`src/rtl/spi_rate_gen_pkg.sv`:
```
package spi_rate_gen_pkg;

  parameter int CODE_W = 4;
  parameter int DIVF_W = 6;
  parameter int DIV_W  = 8;
  parameter int CFG_W  = 6;

  parameter int DIV_C0   = 3;
  parameter int DIV_C1   = 6;
  parameter int DIV_C2   = 9;
  parameter int DIV_C3   = 12;
  parameter int DIV_C4   = 2;
  parameter int DIV_C5   = 250;
  parameter int DIV_MIN  = 2;
  parameter int DIV_SLOW = 250;
  parameter int CODE_PROG = 7;

  typedef struct packed {
    logic wrap;   // current period ends this cycle
    logic load;   // adopt the staged ratio at this boundary
  } rateStrobe_t;

  function automatic logic [DIV_W-1:0] decodeRatio(
    input logic [CODE_W-1:0] code,
    input logic              force2,
    input logic [DIVF_W-1:0] divField
  );
    logic [DIV_W-1:0] r;
    case (code)
      CODE_W'(0): r = DIV_W'(DIV_C0);
      CODE_W'(1): r = DIV_W'(DIV_C1);
      CODE_W'(2): r = DIV_W'(DIV_C2);
      CODE_W'(3): r = DIV_W'(DIV_C3);
      CODE_W'(4): r = DIV_W'(DIV_C4);
      CODE_W'(5): r = DIV_W'(DIV_C5);
      CODE_W'(CODE_PROG):
        r = (divField < DIVF_W'(DIV_MIN)) ? DIV_W'(DIV_MIN) : DIV_W'(divField);
      default:    r = DIV_W'(DIV_SLOW);
    endcase
    if (force2) r = DIV_W'(DIV_MIN);
    return r;
  endfunction

endpackage

```
`src/rtl/spi_rate_gen_ctrl.sv`:
```
module spi_rate_gen_ctrl
  import spi_rate_gen_pkg::*;
(
  input  logic        clk,
  input  logic        rstN,
  input  logic        cfgWe,
  input  logic        engineBusy,
  input  logic        lastCnt,
  output rateStrobe_t stb
);

  logic pending;

  always_comb begin
    stb.wrap = lastCnt;
    stb.load = lastCnt && !engineBusy && pending;
  end

  // A write arms the update; a load consumes it unless a write lands on the same cycle.
  always_ff @(posedge clk) begin
    if (!rstN)         pending <= 1'b0;
    else if (cfgWe)    pending <= 1'b1;
    else if (stb.load) pending <= 1'b0;
  end

endmodule

```
`src/rtl/spi_rate_gen_dp.sv`:
```
module spi_rate_gen_dp
  import spi_rate_gen_pkg::*;
(
  input  logic             clk,
  input  logic             rstN,
  input  logic             cfgWe,
  input  logic             cfgAddr,
  input  logic [CFG_W-1:0] cfgWdata,
  input  rateStrobe_t      stb,
  output logic             lastCnt,
  output logic             sclk,
  output logic             sclkRise,
  output logic             sclkFall
);

  logic [CODE_W-1:0] codeReg;
  logic              forceReg;
  logic [DIVF_W-1:0] divReg;
  logic [DIV_W-1:0]  activeDiv;
  logic [DIV_W-1:0]  cnt;
  logic [DIV_W-1:0]  nextDiv;
  logic [DIV_W-1:0]  nextCnt;
  logic              nextSclk;

  // staging registers
  always_ff @(posedge clk) begin
    if (!rstN) begin
      codeReg  <= CODE_W'(5);
      forceReg <= 1'b0;
      divReg   <= '0;
    end else if (cfgWe) begin
      if (cfgAddr) begin
        divReg <= cfgWdata[DIVF_W-1:0];
      end else begin
        codeReg  <= cfgWdata[CODE_W-1:0];
        forceReg <= cfgWdata[CODE_W];
      end
    end
  end

  always_comb begin
    lastCnt  = (cnt == activeDiv - DIV_W'(1));
    nextDiv  = stb.load ? decodeRatio(codeReg, forceReg, divReg) : activeDiv;
    nextCnt  = stb.wrap ? '0 : cnt + DIV_W'(1);
    // low phase takes the larger half
    nextSclk = (nextCnt >= nextDiv - (nextDiv >> 1));
  end

  always_ff @(posedge clk) begin
    if (!rstN) begin
      activeDiv <= DIV_W'(DIV_SLOW);
      cnt       <= '0;
      sclk      <= 1'b0;
      sclkRise  <= 1'b0;
      sclkFall  <= 1'b0;
    end else begin
      activeDiv <= nextDiv;
      cnt       <= nextCnt;
      sclk      <= nextSclk;
      sclkRise  <= nextSclk && !sclk;
      sclkFall  <= !nextSclk && sclk;
    end
  end

endmodule

```
`src/rtl/spi_rate_gen.sv`:
```
module spi_rate_gen
  import spi_rate_gen_pkg::*;
(
  input  logic             clk,
  input  logic             rstN,
  input  logic             engineBusy,
  input  logic             cfgWe,
  input  logic             cfgAddr,
  input  logic [CFG_W-1:0] cfgWdata,
  output logic             sclk,
  output logic             sclkRise,
  output logic             sclkFall
);

  rateStrobe_t stb;
  logic        lastCnt;

  spi_rate_gen_ctrl u_ctrl (
    .clk        (clk),
    .rstN       (rstN),
    .cfgWe      (cfgWe),
    .engineBusy (engineBusy),
    .lastCnt    (lastCnt),
    .stb        (stb)
  );

  spi_rate_gen_dp u_dp (
    .clk      (clk),
    .rstN     (rstN),
    .cfgWe    (cfgWe),
    .cfgAddr  (cfgAddr),
    .cfgWdata (cfgWdata),
    .stb      (stb),
    .lastCnt  (lastCnt),
    .sclk     (sclk),
    .sclkRise (sclkRise),
    .sclkFall (sclkFall)
  );

endmodule

```
`config.mk`:
```
export PLATFORM = sky130hd
export DESIGN_NAME = spi_rate_gen
export DESIGN_NICKNAME = d
export VERILOG_FILES = /design/src/rtl/spi_rate_gen_pkg.sv /design/src/rtl/spi_rate_gen_ctrl.sv /design/src/rtl/spi_rate_gen_dp.sv /design/src/rtl/spi_rate_gen.sv
export SDC_FILE = /design/constraint.sdc
export NUM_CORES = 1
export LEC_CHECK = 0
export BUFFER_PORTS_ARGS = -buffer_cell sky130_fd_sc_hd__buf_2
export CORE_ASPECT_RATIO = 0.6
export CORE_MARGIN = 8
export CORE_UTILIZATION = 55
export CTS_CLUSTER_DIAMETER = 40
export DETAILED_ROUTE_END_ITERATION = 12
export GPL_TIMING_DRIVEN = 0
export PLACE_DENSITY = 0.74
export REMOVE_ABC_BUFFERS = 1
export SKIP_CTS_REPAIR_TIMING = 1
export SYNTH_ARGS = -nofsm -noshare
export SYNTH_HDL_FRONTEND = slang
export SYNTH_SLANG_ARGS = --single-unit
```
`constraint.sdc`:
```
create_clock -name clk -period 5.3 [get_ports clk]
set_clock_uncertainty 0.1 [all_clocks]
set_input_delay 0.53 -clock clk [delete_from_list [all_inputs] [get_ports clk]]
set_output_delay 0.53 -clock clk [all_outputs]
set_load 0.01 [all_outputs]
```
======== Word level (Yosys, flattened, before mapping) ========
Cells that the tools add are included.
W data, S select, Z words.
cells by class
  muxes and demuxes ....................... 7
  reduce and logical (&&, ||, !) cells .... 11
  equal/unequal tests ..................... 6
  bitwise gates (word level) .............. 1
  order comparisons ....................... 2
  add/subtract/negate cells ............... 3
operators with widths
  cell                   count
  $pmux W8 S6            1
  $mux W8                3
  $add A8 B1 Y8 const B  1
  $eq A4 B2 Y1 const B   2
  $eq A4 B3 Y1 const B   2
  $eq A8 B8 Y1           1
  $ge A8 B8 Y1           1
  $sub A8 B1 Y8 const B  1
  $sub A8 B7 Y8          1
  $lt A6 B2 Y1 const B   1
  $mux W6                1
  $eq A4 B1 Y1 const B   1
  $logic_and A1 B1 Y1    4
  $logic_not A4 Y1       1
  $reduce_and A2 Y1      2
  $logic_not A1 Y1       3
  $mux W1                2
  $reduce_bool A2 Y1     1
  $not A1 Y1             1
storage, ports and cells
  bits in registers ....................... 31
  output and inout bits ................... 3
  logic and storage cells ................. 39
  input bits .............................. 11

======== Logic depth before layout (Yosys ltp) ========
Gate-level depths: netlist of the first run.
  depth in word-level cells ............... 9
  depth in mapped cells ................... 21
  mapped depth without buffers ............ 21

======== By module ========
Synthesis of the first run repeated with hierarchy kept, for this count alone.
unflattened totals
  cell total of the unflattened synthesis .. 250
  area total of the unflattened synthesis .. 1984.4 µm²
by module, submodules not included
  module             cells each  area each (µm²)  instances
  spi_rate_gen_dp    243         1924.3           1
  spi_rate_gen_ctrl  7           60.1             1

======== Least setup slack after synthesis of the first run ========
Ideal clock, no wire load.
  path type ............................... reg-to-reg
  start point ............................. reg u_dp.activeDiv[2]
  end point ............................... reg u_dp.sclkRise
  setup slack ............................. 0.781 ns
  arrival ................................. 4.328 ns
  stages on the path, launching flop included .. 20
  buffers on the path ..................... 0
  required time ........................... 5.109 ns
  library setup time ...................... 0.091 ns
  cells stage by stage .................... dfxtp_1 -> or4_4 -> or3_4 -> a2111oi_4 -> o2111ai_4 -> mux2i_1 -> inv_1 -> ha_1 -> fa_1 -> nor2b_1 -> o21ai_0 -> nand2b_1 -> a21o_1 -> a21oi_1 -> xor2_1 -> ha_1 -> and2_1 -> nand2b_1 -> nand2_1 -> a311oi_1
between the ends
  word-level cells in the longest chain between the ends .. 8
RTL lines
  element                            line                     text
  start: declaration                 spi_rate_gen_dp.sv:19    logic [DIV_W-1:0] activeDiv;
  start signal: assignment           spi_rate_gen_dp.sv:51    activeDiv <= DIV_W'(DIV_SLOW);
  start signal: assignment           spi_rate_gen_dp.sv:57    activeDiv <= nextDiv;
  $sub A8 B1 Y8                      spi_rate_gen_dp.sv:42    lastCnt = (cnt == activeDiv - DIV_W'(1));
  $eq A8 B8 Y1                       spi_rate_gen_dp.sv:42
  $logic_and A1 B1 Y1 (2 in series)  spi_rate_gen_ctrl.sv:16  stb.load = lastCnt && !engineBusy && pending;
  $mux W8                            spi_rate_gen_dp.sv:43    nextDiv = stb.load ? decodeRatio(codeReg, forceReg, divReg) : activeDiv;
  named net u_dp.nextDiv[1]          spi_rate_gen_dp.sv:21    logic [DIV_W-1:0] nextDiv;
  $sub A8 B7 Y8                      spi_rate_gen_dp.sv:46    nextSclk = (nextCnt >= nextDiv - (nextDiv >> 1));
  $ge A8 B8 Y1                       spi_rate_gen_dp.sv:46
  $logic_and A1 B1 Y1                spi_rate_gen_dp.sv:60    sclkRise <= nextSclk && !sclk;
  end signal: assignment             spi_rate_gen_dp.sv:60
  end: declaration                   spi_rate_gen_dp.sv:12    output logic sclkRise,
The timed path passes the listed nets, and every way through them passes these cells.
A chain may end at the register's enable or synchronous reset.

======== Final worst setup path of the first run ========
  start point ............................. reg u_dp.activeDiv[2]
  end point ............................... reg u_dp.sclkRise
between the ends
  word-level cells in the longest chain between the ends .. 8
RTL lines
  element                            line
  $sub A8 B1 Y8                      spi_rate_gen_dp.sv:42
  $eq A8 B8 Y1                       spi_rate_gen_dp.sv:42
  $logic_and A1 B1 Y1 (2 in series)  spi_rate_gen_ctrl.sv:16
  $mux W8                            spi_rate_gen_dp.sv:43
  $sub A8 B7 Y8                      spi_rate_gen_dp.sv:46
  $ge A8 B8 Y1 (*)                   spi_rate_gen_dp.sv:46
  $logic_and A1 B1 Y1 (*)            spi_rate_gen_dp.sv:60
Every way passes the cells marked *; elsewhere a longest branch is shown, timed or not.

==> PnR_summary.wiki, run 1 <==
{| class="wikitable"
! Metric !! Value
|-
| Worst slew slack as a fraction of its limit || 0.595
|-
| Initial Utilization || 0.561
|-
| Grt total ovfl || 0
|-
| Count of synthesis-stage warnings from yosys || 0
|-
| DR vias || 1602
|-
| Worst hold-check path type || flop to flop
|-
| Total detailed-routing wirelength || 4190 um
|-
| Cell chain of the critical path || or4_4, or3_4, a2111oi_4, o2111ai_4, mux2_2, ha_1, fa_1, nor2b_1, o21ai_0, nand2b_1, a21o_1, a21oi_1, xor2_1, ha_1, and2_1, nand2b_1, nand2_1, a311oi_1
|-
| Primary FF master, synth || sky130_fd_sc_hd__dfxtp_1
|-
| Start-to-end type of the worst setup path || flop to flop
|-
| Total core area || 0.00359 mm^2
|-
| Maximum number of pins on one net before global-route repair || 24
|-
| Number of standard cells after synthesis || 236
|-
| Slowest cell on the critical path || sky130_fd_sc_hd__or4_4
|-
| Die span in y || 62.9 um
|-
| Max Buffers Root-to-Sink || 2
|-
| Fmax achieved || 0.206 GHz
|-
| Number of design rule violations left after detail routing || 0
|-
| Cell chosen for the clock root || sky130_fd_sc_hd__clkbuf_8
|-
| Slowest stage delay, CP || 570 ps
|-
| Worst-case reg-to-reg path depth || 18
|-
| Shortest period the worst path allows || 4850 ps
|-
| Crit path arrival time || 4950 ps
|-
| Share of synthesized area occupied by flip-flops and latches || 0.308
|-
| CTS tree || done
|-
| Cell Area, Synth || 0.00202 mm^2
|-
| Pwr per Cell Area || 225 mW/mm^2
|-
| Clk pin slew, worst setup/hold paths || 60 ps
|-
| Worst ir drop on vdd || 0.146 mV
|-
| Gpl congestion || 0.790
|-
| Max-cap check violation count || 0
|-
| Number of hold violations in the final report || 0
|-
| Clock Sinks || 31
|-
| Final slew viol count || 0
|-
| Mean area per synthesized cell || 8.54 um^2
|-
| Outcome || finished clean
|-
| Setup slack of the worst register-to-register path || 450 ps
|-
| Number of ports placed on the die boundary || 14
|-
| Area growth from synthesis to layout || 9.93%
|-
| Sum Neg Setup Slack || 0 ps
|-
| Portion of the clock cycle consumed by the worst path in the final layout || 0.916
|-
| Area share of the leading cell type in the synthesized netlist || 0.308
|-
| Launch point of the worst reg-to-reg path || u_dp.activeDiv[2]
|-
| Worst Min Path Start || u_dp.sclk
|-
| Cells taking the most area after synthesis || sky130_fd_sc_hd__dfxtp_1 (31%), sky130_fd_sc_hd__ha_1 (11%), sky130_fd_sc_hd__xor2_1 (5.6%)
|-
| Total number of H-tree levels || 2
|-
| Floorplan row count || 17
|-
| DRC marker count from the first detailed-route iteration || 69
|-
| Cell taking the most area after synthesis || sky130_fd_sc_hd__dfxtp_1
|-
| RSZ-0062 raised after global routing || false
|-
| Slew at the pin closest to its max-slew limit || 606 ps
|-
| Post-synth ARST share || 0
|-
| Post-Place Worst Slack || 349 ps
|-
| Element type at the critical path end || flop
|-
| Most common library cell in the layout ignoring fill and taps || sky130_fd_sc_hd__dfxtp_1
|-
| Least setup slack across all paths after layout || 446 ps
|-
| Highest-count cells in the layout ignoring fill and taps || sky130_fd_sc_hd__dfxtp_1 (31), sky130_fd_sc_hd__nor2_1 (26), sky130_fd_sc_hd__nand2_1 (24), sky130_fd_sc_hd__ha_1 (17)
|-
| Antenna-violating nets left || 0
|-
| Number of detailed-route iterations in the first pass || 4
|-
| Number of synthesized flops with an enable pin || 0
|-
| Mean routed wirelength per cell || 14.3 um
|-
| Total global routing track utilization || 0.158
|-
| Capture instance of the worst register-to-register path || u_dp.sclkRise
|-
| Number of diodes || 0
|-
| HPWL reported at the end of detailed placement || 3290 um
|-
| Static Leakage || 0.991 nW
|-
| Launching element type of the critical path || flop
|-
| Antenna violations before repair || 0
|-
| Number of clock buffers inserted by TritonCTS || 5
|-
| Critical-path maximum fanout || 8
|-
| Hold Path Depth || 1
|-
| Required time of the critical path || 5390 ps
|-
| Netlist cell types || 41
|-
| Die Width || 94.2 um
|-
| Die outline area || 0.00592 mm^2
|-
| Skew-Pair Late Insertion Delay || 280 ps
|-
| Layout cell share with drive strength beyond 1 || 0.126
|-
| Worst hold slack across all endpoints || 340 ps
|-
| Hold EP || u_dp.sclkRise
|-
| Final-report setup violation count || 0
|-
| First-pass GRT wire length || 7400 um
|-
| I/O Buffers || 13
|-
| Number of synthesized register bits || 31
|-
| Pwr Total || 0.499 mW
|-
| Post-layout nets || 275
|-
| Vias in the first global route || 1487
|-
| Via density per instance || 5.45
|}
cells in the mapped netlist (2+ instances only):
cell type	n
sky130_fd_sc_hd__nand2b_1	6
sky130_fd_sc_hd__mux2i_1	11
sky130_fd_sc_hd__buf_2	2
sky130_fd_sc_hd__or2_2	2
sky130_fd_sc_hd__nor2b_1	9
sky130_fd_sc_hd__xor2_1	13
sky130_fd_sc_hd__nand3_1	11
sky130_fd_sc_hd__and3_1	2
sky130_fd_sc_hd__o21ai_0	6
sky130_fd_sc_hd__a21o_1	7
sky130_fd_sc_hd__nand2_1	24
sky130_fd_sc_hd__nor2_1	26
sky130_fd_sc_hd__a21boi_0	6
sky130_fd_sc_hd__a21oi_1	8
sky130_fd_sc_hd__ha_1	17
sky130_fd_sc_hd__xnor2_1	11
sky130_fd_sc_hd__inv_1	11
sky130_fd_sc_hd__nor3_1	4
sky130_fd_sc_hd__dfxtp_1	31
sky130_fd_sc_hd__clkbuf_1	8
sequential cells by signal, indices dropped and copies added (netlist names):
signal	cells
u_dp.sclk	1
u_dp.cnt	8
u_dp.sclkRise	1
u_dp.forceReg	1
u_dp.sclkFall	1
u_dp.activeDiv	8
u_dp.codeReg	4
u_dp.divReg	6
u_ctrl.pending	1
worst max path at each step:
stage	slack, ps	end	depth (start not counted)	from
after floorplan	780	u_dp.sclkRise	19	u_dp.activeDiv[2]
after global placement	430	u_dp.sclkRise	19	u_dp.activeDiv[2]
after detailed placement	350	u_dp.sclkRise	19	u_dp.activeDiv[2]
after CTS	300	u_dp.sclkRise	19	u_dp.activeDiv[2]
after global routing	80	u_dp.sclkRise	17	u_dp.activeDiv[2]
final	450	u_dp.sclkRise	18	u_dp.activeDiv[2]
metrics by stage:
| step | instance area (um^2) | util | instances |
|---|---|---|---|
| floorplan | 1980 | - | 226 |
| detailed placement | 2100 | 0.584 | 286 |
| global route | 2220 | 0.616 | 294 |
| CTS | 2200 | 0.613 | 294 |
| finish | 2220 | 0.616 | 294 |
| global placement | 2100 | 0.584 | 286 |
where the power goes:
part           internal, mW  switching (mW)
sequential            0.239         0.00798
clock                 0.118          0.0891
combinational        0.0203          0.0244
total                 0.378           0.121
per-layer routing:
layer	part of all wire	vias up	global-route usage
li1	-	824	-
met1	0.56	744	0.235
met2	0.39	29	0.203
met3	0.043	5	0.0540
met4	0.011	0	0.0413
met5	0	-	0
worst max-delay path, delay by kind of cell (launching register included):
family | cells | cell delay [ps]
fa+ha+maj | 3 | 900
xor+xnor | 1 | 150
compound gates | 6 | 1310
mux | 1 | 390
flops | 1 | 370
simple gates | 7 | 1520
final cells by class:
type	count	area [um^2]
Clock buffer	7	96.3
Clock inverter	1	7.51
Fill cell	334	1380
Inverter	11	41.3
Multi-Input combinational cell	184	1330
Sequential cell	31	621
Tap cell	47	58.8
Timing Repair Buffer	13	65.1
logic make-up after synthesis:
logic type,count (synthesis),share of synthesized area
AND/OR/NAND/NOR,92,0.222
XOR/XNOR,24,0.104
flip-flops,31,0.308
multiplexers,13,0.0670
AO/OA/AOI/OAI,37,0.143
buffers and inverters,21,0.0403
adder cells (fa/ha/maj),18,0.115
No activity file was read; power rests on OpenSTA's default activity.
==> run 2: changes to the inputs <==
--- a/config.mk
+++ b/config.mk
@@ -17,4 +17,5 @@
 export SKIP_CTS_REPAIR_TIMING = 1
 export SYNTH_ARGS = -nofsm -noshare
 export SYNTH_HDL_FRONTEND = slang
+export SYNTH_HIERARCHICAL = 1
 export SYNTH_SLANG_ARGS = --single-unit
==> run 2 against run 1 <==
Compared with the run above:
- critical path depth grew 7
- clock power shrank 13%
- combinational power shrank 11%
- hold slack gained 8.9 ps
- sequential share of layout area grew 0.16 points
- flip-flop and latch count is the same
- setup slack lost 86 ps
- total power shrank 6.4%
- highest routed layer unchanged
==> PnR_summary.wiki, run 2 <==
{| class="wikitable"
! Metric !! Value
|-
| Total global routing track utilization || 0.162 (+0.00362)
|-
| Slew at the pin closest to its max-slew limit || 573 ps (-33.2 ps)
|-
| Skew-Pair Late Insertion Delay || 290 ps (about the same)
|-
| Sum Neg Setup Slack || 0 ps (unchanged)
|-
| Slowest cell on the critical path || sky130_fd_sc_hd__fa_1
|-
| I/O Buffers || 13 (unchanged)
|-
| Area of placed instances || 0.00205 mm^2 (-2.1%)
|-
| Most common library cell in the layout ignoring fill and taps || sky130_fd_sc_hd__dfxtp_1
|-
| DR vias || 1740 (+8.6%)
|-
| Cell chosen for the clock root || sky130_fd_sc_hd__clkbuf_8
|-
| Primary FF master, synth || sky130_fd_sc_hd__dfxtp_1
|-
| Worst slew slack as a fraction of its limit || 0.616 (+0.0206)
|-
| CTS tree || done
|-
| Worst hold slack across all endpoints || 349 ps (+8.93 ps)
|-
| Number of standard cells after synthesis || 250 (+5.9%)
|-
| Die Width || 93.5 um (-0.65%)
|-
| Outcome || finished clean
|-
| Number of clock buffers inserted by TritonCTS || 5 (unchanged)
|-
| Area growth from synthesis to layout || 11.5%
|-
| Post-synth ARST share || 0 (unchanged)
|-
| Total number of H-tree levels || 2 (unchanged)
|-
| Post-layout nets || 293 (+6.5%)
|-
| Vias in the first global route || 1544 (+3.8%)
|-
| Max Buffers Root-to-Sink || 2 (unchanged)
|-
| Start-to-end type of the worst setup path || flop to flop
|-
| Number of hold violations in the final report || 0 (unchanged)
|-
| Mean area per synthesized cell || 7.94 um^2 (-7.1%)
|-
| Grt total ovfl || 0 (unchanged)
|-
| DRC marker count from the first detailed-route iteration || 123 (+78%)
|-
| Initial Utilization || 0.559 (-0.00209)
|-
| Crit path arrival time || 5000 ps (+50 ps)
|-
| Slowest stage delay, CP || 420 ps (-150 ps)
|-
| Static Leakage || 1.00 nW (+0.92%)
|-
| Netlist cell types || 43 (+4.9%)
|-
| Top cells by instance count after synthesis || sky130_fd_sc_hd__dfxtp_1 (31), sky130_fd_sc_hd__nor2_1 (24), sky130_fd_sc_hd__nand2_1 (22)
|-
| Cell Area, Synth || 0.00198 mm^2 (-1.6%)
|-
| Final-report setup violation count || 0 (unchanged)
|-
| Regs by FF count || u_dp/activeDiv (8), u_dp/cnt (8), u_dp/divReg (6)
|-
| Clk pin slew, worst setup/hold paths || 70 ps (about the same)
|-
| Portion of the clock cycle consumed by the worst path in the final layout || 0.932 (+0.0162)
|-
| Cell taking the most area after synthesis || sky130_fd_sc_hd__dfxtp_1
|-
| Largest delay contributor family on the critical path || compound AO/OA/AOI/OAI gates
|-
| Final slew viol count || 0 (unchanged)
|-
| Fmax achieved || 0.202 GHz (-1.7%)
|-
| Most common cell in the synthesized netlist || sky130_fd_sc_hd__dfxtp_1
|-
| Floorplan row count || 17 (unchanged)
|-
| Share of synthesized area occupied by flip-flops and latches || 0.313 (+0.00485)
|-
| Pwr per Cell Area || 211 mW/mm^2 (-6.2%)
|-
| Number of synthesized register bits || 31 (unchanged)
|-
| First-pass GRT wire length || 7530 um (+1.9%)
|-
| Maximum number of pins on one net before global-route repair || 20 (-17%)
|-
| Total core area || 0.00355 mm^2 (-1.2%)
|-
| Mean routed wirelength per cell || 14.3 um (+0.39%)
|-
| Total buffers and inverters traversed by the critical path || 2 (+2)
|-
| FILL cells || 316 (-5.4%)
|-
| Launching element type of the critical path || flop
|-
| Critical-path maximum fanout || 9 (+1)
|-
| Required time of the critical path || 5360 ps (-30 ps)
|-
| Cell repeated most along the worst path || sky130_fd_sc_hd__a21oi_1
|-
| Element type at the critical path end || flop
|-
| Worst ir drop on vdd || 0.154 mV (+5.3%)
|-
| Max-cap check violation count || 0 (unchanged)
|-
| Layout cell share with drive strength beyond 1 || 0.155 (+0.0292)
|-
| HPWL reported at the end of detailed placement || 3310 um (+0.52%)
|-
| Antenna-violating nets left || 0 (unchanged)
|-
| Die span in y || 62.5 um (-0.58%)
|-
| Number of design rule violations left after detail routing || 0 (unchanged)
|-
| Clock Sinks || 31 (unchanged)
|-
| Total detailed-routing wirelength || 4460 um (+6.5%)
|-
| Gpl congestion || 0.854 (+8.0%)
|-
| Shortest period the worst path allows || 4940 ps (+85.7 ps)
|-
| Number of detailed-route iterations in the first pass || 4 (unchanged)
|-
| Cells taking the most area after synthesis || sky130_fd_sc_hd__dfxtp_1 (31%), sky130_fd_sc_hd__ha_1 (11%), sky130_fd_sc_hd__a21oi_1 (5.0%)
|-
| Via density per instance || 5.58 (+2.3%)
|-
| Number of ports placed on the die boundary || 14 (unchanged)
|-
| Count of synthesis-stage warnings from yosys || 6 (+6)
|-
| Number of synthesized flops with an enable pin || 0 (unchanged)
|-
| Highest-count cells in the layout ignoring fill and taps || sky130_fd_sc_hd__dfxtp_1 (29), sky130_fd_sc_hd__nor2_1 (24), sky130_fd_sc_hd__nand2_1 (22), sky130_fd_sc_hd__a21oi_1 (20), sky130_fd_sc_hd__ha_1 (16)
|-
| Area share of the leading cell type in the synthesized netlist || 0.313 (+0.00485)
|-
| Antenna violations before repair || 0 (unchanged)
|-
| Die outline area || 0.00585 mm^2 (-1.2%)
|-
| Final instance area || 0.00221 mm^2 (-0.17%)
|-
| Worst hold-check path type || flop to flop
|-
| Final core occ || 0.623 (+0.00633)
|-
| Number of diodes || 0 (unchanged)
|}
[run 2: worst reg2reg max path, cell delays in order (launching register included)]
cell and delay [ps]:
sky130_fd_sc_hd__dfxtp_2 400, sky130_fd_sc_hd__inv_1 60, sky130_fd_sc_hd__ha_2 230, sky130_fd_sc_hd__nor4_1 210, sky130_fd_sc_hd__a32o_1 190, sky130_fd_sc_hd__a22oi_1 100, sky130_fd_sc_hd__o21ai_1 160, sky130_fd_sc_hd__and3_4 280
sky130_fd_sc_hd__nor2b_4 170, sky130_fd_sc_hd__and2_2 220, sky130_fd_sc_hd__clkinvlp_4 150, sky130_fd_sc_hd__a21oi_1 130, sky130_fd_sc_hd__a32oi_1 170, sky130_fd_sc_hd__ha_1 250, sky130_fd_sc_hd__fa_1 420, sky130_fd_sc_hd__nor2b_1 130
sky130_fd_sc_hd__o21ai_0 120, sky130_fd_sc_hd__a21oi_1 180, sky130_fd_sc_hd__o21a_1 130, sky130_fd_sc_hd__nor2_1 40, sky130_fd_sc_hd__xor2_1 140, sky130_fd_sc_hd__ha_1 290, sky130_fd_sc_hd__a21o_1 160, sky130_fd_sc_hd__a21oi_1 130
sky130_fd_sc_hd__o21ai_1 100, sky130_fd_sc_hd__nor3b_1 150
[run 2: where the power goes]
group          internal [mW]  total, mW  switching [mW]
clock                 0.0896      0.180          0.0902
sequential             0.240      0.248         0.00838
combinational         0.0180     0.0396          0.0216
total                  0.347      0.467           0.120
[run 2: final cells by class]
class                           instances  area [um^2]  area share
Clock inverter                          3         15.0     0.00679
Timing Repair Buffer                   20          118      0.0532
Multi-Input combinational cell        190         1260       0.572
Clock buffer                            5         68.8      0.0311
Tap cell                               47         58.8      0.0266
Sequential cell                        31          623       0.282
Inverter                               16         63.8      0.0288
[run 2: per-layer routing]
| layer | GRT usage | wire (um) | vias to the layer above |
|---|---|---|---|
| li1 | - | - | 878 |
| met2 | 0.200 | 1720 | 59 |
| met1 | 0.251 | 2290 | 796 |
| met5 | 0 | 0 | - |
| met3 | 0.0396 | 400 | 7 |
| met4 | 0.0589 | 59 | 0 |
[run 2: cells by family after synthesis]
family / Yosys count / synth area share
and+or+nand+nor: 99 / 0.248
AOI/OAI and AO/OA: 45 / 0.134
DFF: 31 / 0.313
buffers and inverters: 29 / 0.0574
xor gates and xnor gates: 23 / 0.105
adders and majority gates: 18 / 0.117
muxes: 5 / 0.0252
[run 2: metrics by stage]
| step | power (mW) | worst slack [ps] | instances |
|---|---|---|---|
| 6_report | 0.467 | 360 | 312 |
| 5_1_grt | 0.489 | -28.2 | 312 |
| 4_1_cts | 0.472 | -190 | 305 |
| 3_5_place_dp | 0.292 | -124 | 297 |
| 3_3_place_gp | 0.290 | -79.5 | 297 |
| 2_1_floorplan | 0.277 | 560 | 237 |
[run 2: worst paths after layout]
path / depth (start not counted) / slack [ps] / startpoint / to
max: 25 / 360 / u_dp/activeDiv[0] / u_dp/sclkRise
min: 2 / 350 / u_dp/sclk / u_dp/sclkFall
max reg2reg: 25 / 360 / u_dp/activeDiv[0] / u_dp/sclkRise
min reg2reg: 2 / 350 / u_dp/sclk / u_dp/sclkFall
==> run 3: changes to the inputs <==
--- a/config.mk
+++ b/config.mk
@@ -13,7 +13,6 @@
 export DETAILED_ROUTE_END_ITERATION = 12
 export GPL_TIMING_DRIVEN = 0
 export PLACE_DENSITY = 0.74
-export REMOVE_ABC_BUFFERS = 1
 export SKIP_CTS_REPAIR_TIMING = 1
 export SYNTH_ARGS = -nofsm -noshare
 export SYNTH_HDL_FRONTEND = slang
==> run 3 against run 2 <==
Compared with the run above:
- non-clock buffer count is 3 higher
- sequential power barely moved
- utilization fell by 0.67 points
- cell count up 0.32%
- wire length rose by 1.9%
- register-to-register slack gained 80 ps
- critical path depth is 1 lower
- design area fell by 1.1%
- sequential share of layout area up 0.31 points
==> PnR_summary.wiki, run 3 (same netlist as run 2, synthesis figures left out) <==
{| class="wikitable"
! Metric !! Value
|-
| Outcome || finished clean
|-
| First-pass GRT wire length || 7430 um (-1.4%)
|-
| Crit path from || u_dp/activeDiv[7]
|-
| Mean routed wirelength per cell || 14.5 um (+1.6%)
|-
| Area occupied by multi-input gates || 0.00127 mm^2 (+0.20%)
|-
| Antenna-violating nets left || 0 (unchanged)
|-
| Number of diodes || 0 (unchanged)
|-
| CTS tree || done
|-
| Slowest stage delay, CP || 420 ps (about the same)
|-
| Number of design rule violations left after detail routing || 0 (unchanged)
|-
| Floorplan row count || 17 (unchanged)
|-
| Vias in the first global route || 1593 (+3.2%)
|-
| Placed cells || 309 (+4.0%)
|-
| Required time of the critical path || 5380 ps (+20 ps)
|-
| Crit path arrival time || 4940 ps (-60 ps)
|-
| Start-to-end type of the worst setup path || flop to flop
|-
| DRC marker count from the first detailed-route iteration || 154 (+25%)
|-
| Gpl congestion || 0.896 (+4.9%)
|-
| Slew at the pin closest to its max-slew limit || 518 ps (-54.7 ps)
|-
| Critical-path maximum fanout || 11 (+2)
|-
| Worst slew slack as a fraction of its limit || 0.651 (+0.0351)
|-
| I/O Buffers || 12 (-1)
|-
| Total nets after synthesis || 279
|-
| Most common library cell in the layout ignoring fill and taps || sky130_fd_sc_hd__dfxtp_1
|-
| Total global routing track utilization || 0.159 (-0.00293)
|-
| Worst Min Path Start || u_dp/sclk
|-
| Total number of H-tree levels || 2 (unchanged)
|-
| Worst ir drop on vdd || 0.166 mV (+8.0%)
|-
| Slowest cell on the critical path || sky130_fd_sc_hd__dfxtp_1
|-
| Initial Utilization || 0.559 (unchanged)
|-
| Cell chosen for the clock root || sky130_fd_sc_hd__clkbuf_8
|-
| Pwr per Cell Area || 210 mW/mm^2 (-0.42%)
|-
| Grt total ovfl || 0 (unchanged)
|-
| Worst hold-check path type || flop to flop
|-
| Element type at the critical path end || flop
|-
| Antenna violations before repair || 0 (unchanged)
|-
| Number of hold violations in the final report || 0 (unchanged)
|-
| Shortest period the worst path allows || 4860 ps (-78.5 ps)
|-
| Post-layout nets || 296 (+1.0%)
|-
| Number of ports placed on the die boundary || 14 (unchanged)
|-
| Layout cell share with drive strength beyond 1 || 0.120 (-0.0344)
|-
| Final-report setup violation count || 0 (unchanged)
|-
| DR vias || 1722 (-1.0%)
|-
| Fmax achieved || 0.206 GHz (+1.6%)
|-
| Die outline area || 0.00585 mm^2 (unchanged)
|-
| Number of detailed-route iterations in the first pass || 4 (unchanged)
|-
| Area growth from synthesis to layout || 10.3%
|-
| Highest-count cells in the layout ignoring fill and taps || sky130_fd_sc_hd__dfxtp_1 (29), sky130_fd_sc_hd__nor2_1 (24), sky130_fd_sc_hd__nand2_1 (22), sky130_fd_sc_hd__a21oi_1 (20), sky130_fd_sc_hd__ha_1 (16)
|-
| Total core area || 0.00355 mm^2 (unchanged)
|-
| Clock Sinks || 31 (unchanged)
|-
| Sum Neg Setup Slack || 0 ps (unchanged)
|-
| Max Buffers Root-to-Sink || 2 (unchanged)
|-
| Regs by FF count || u_dp/activeDiv (8), u_dp/cnt (8), u_dp/divReg (6)
|-
| Number of standard cells in the layout, taps in and fillers out || 313 (+0.32%)
|-
| Number of clock buffers inserted by TritonCTS || 5 (unchanged)
|-
| HPWL reported at the end of detailed placement || 3500 um (+5.9%)
|-
| Launching element type of the critical path || flop
|-
| Cell repeated most along the worst path || sky130_fd_sc_hd__a21oi_1
|-
| Via density per instance || 5.50 (-1.4%)
|-
| Clk pin slew, worst setup/hold paths || 60 ps (about the same)
|-
| Static Leakage || 0.972 nW (-2.8%)
|-
| Portion of the clock cycle consumed by the worst path in the final layout || 0.917 (-0.0148)
|-
| Total detailed-routing wirelength || 4550 um (+1.9%)
|-
| FILL cells || 319 (+0.95%)
|-
| Setup slack of the worst register-to-register path || 440 ps (+80 ps)
|-
| Final slew viol count || 0 (unchanged)
|-
| Die Width || 93.5 um (unchanged)
|-
| Cell chain of the critical path || xor2_2, xnor2_1, a32o_1, a22oi_1, o21ai_1, and3_1, nor2b_4, and2_2, inv_2, a21oi_1, a32oi_2, ha_1, fa_1, nor2b_1, o21ai_0, a21oi_1, o21a_1, nor2_1, xor2_1, ha_1, a21o_1, a21oi_1, o21ai_0, and2_1
|-
| Skew-Pair Late Insertion Delay || 280 ps (about the same)
|-
| Launch point of the worst reg-to-reg path || u_dp/activeDiv[7]
|-
| Max-cap check violation count || 0 (unchanged)
|-
| Die span in y || 62.5 um (unchanged)
|-
| Register area || 623 um^2 (unchanged)
|-
| Maximum number of pins on one net before global-route repair || 11 (-45%)
|-
| RSZ-0062 raised after global routing || false
|}
## run 3: changes by cell type in the layout (fill, tap and decap cells not counted), sizes merged
cell      change
clkbuf       +10
buf           -6
clkinv        -3
clkinvlp      -1
inv           +1
## run 3: path summary, 6_finish.rpt
kind,to,depth (start not counted)
max,u_dp/sclk,24
max reg2reg,u_dp/sclk,24
min,u_dp/sclkRise,1
min reg2reg,u_dp/sclkRise,1
## run 3: per-stage QoR
stage	instance area [um^2]	hold WS, ps	util	setup slack (ps)	power (mW)
after detailed placement	2100	332	0.592	-27.3	0.295
after global routing	2190	377	0.616	24.9	0.481
after CTS	2180	342	0.613	-51.1	0.464
after global placement	2100	329	0.592	49.2	0.293
after floorplan	1980	324	-	648	0.280
final	2190	340	0.616	438	0.461
## run 3: layout make-up
| type | instances | share of cell area |
|---|---|---|
| clock buffers | 6 | 0.0332 |
| flip-flops and latches | 31 | 0.285 |
| inverters | 16 | 0.0274 |
| repair buffers | 12 | 0.0274 |
| plain buffers | 11 | 0.0212 |
| multi-input cells | 190 | 0.579 |
| well taps | 47 | 0.0269 |
## run 3: power breakdown
group / leakage (nW) / internal [mW] / switching (mW)
logic: 0.683 / 0.0192 / 0.0269
clock network: 0.0371 / 0.0873 / 0.0819
registers: 0.252 / 0.240 / 0.00558
total: 0.972 / 0.346 / 0.114
## run 3: layer usage
layer	vias up	wire length, um	GRT usage
met1	781	2430	0.238
met3	4	349	0.0492
met2	50	1740	0.201
li1	887	-	-
met4	0	27	0.0530
met5	-	0	0
## run 3: critical path: cells and delay by family (launching register included)
kind                     cells  cell delay, ps
AND/OR/NAND/NOR              6             910
adder cells (fa/ha/maj)      3             740
flip-flops                   1             420
AO/OA/AOI/OAI               11            1860
XOR/XNOR                     3             540
buffers and inverters        1             180
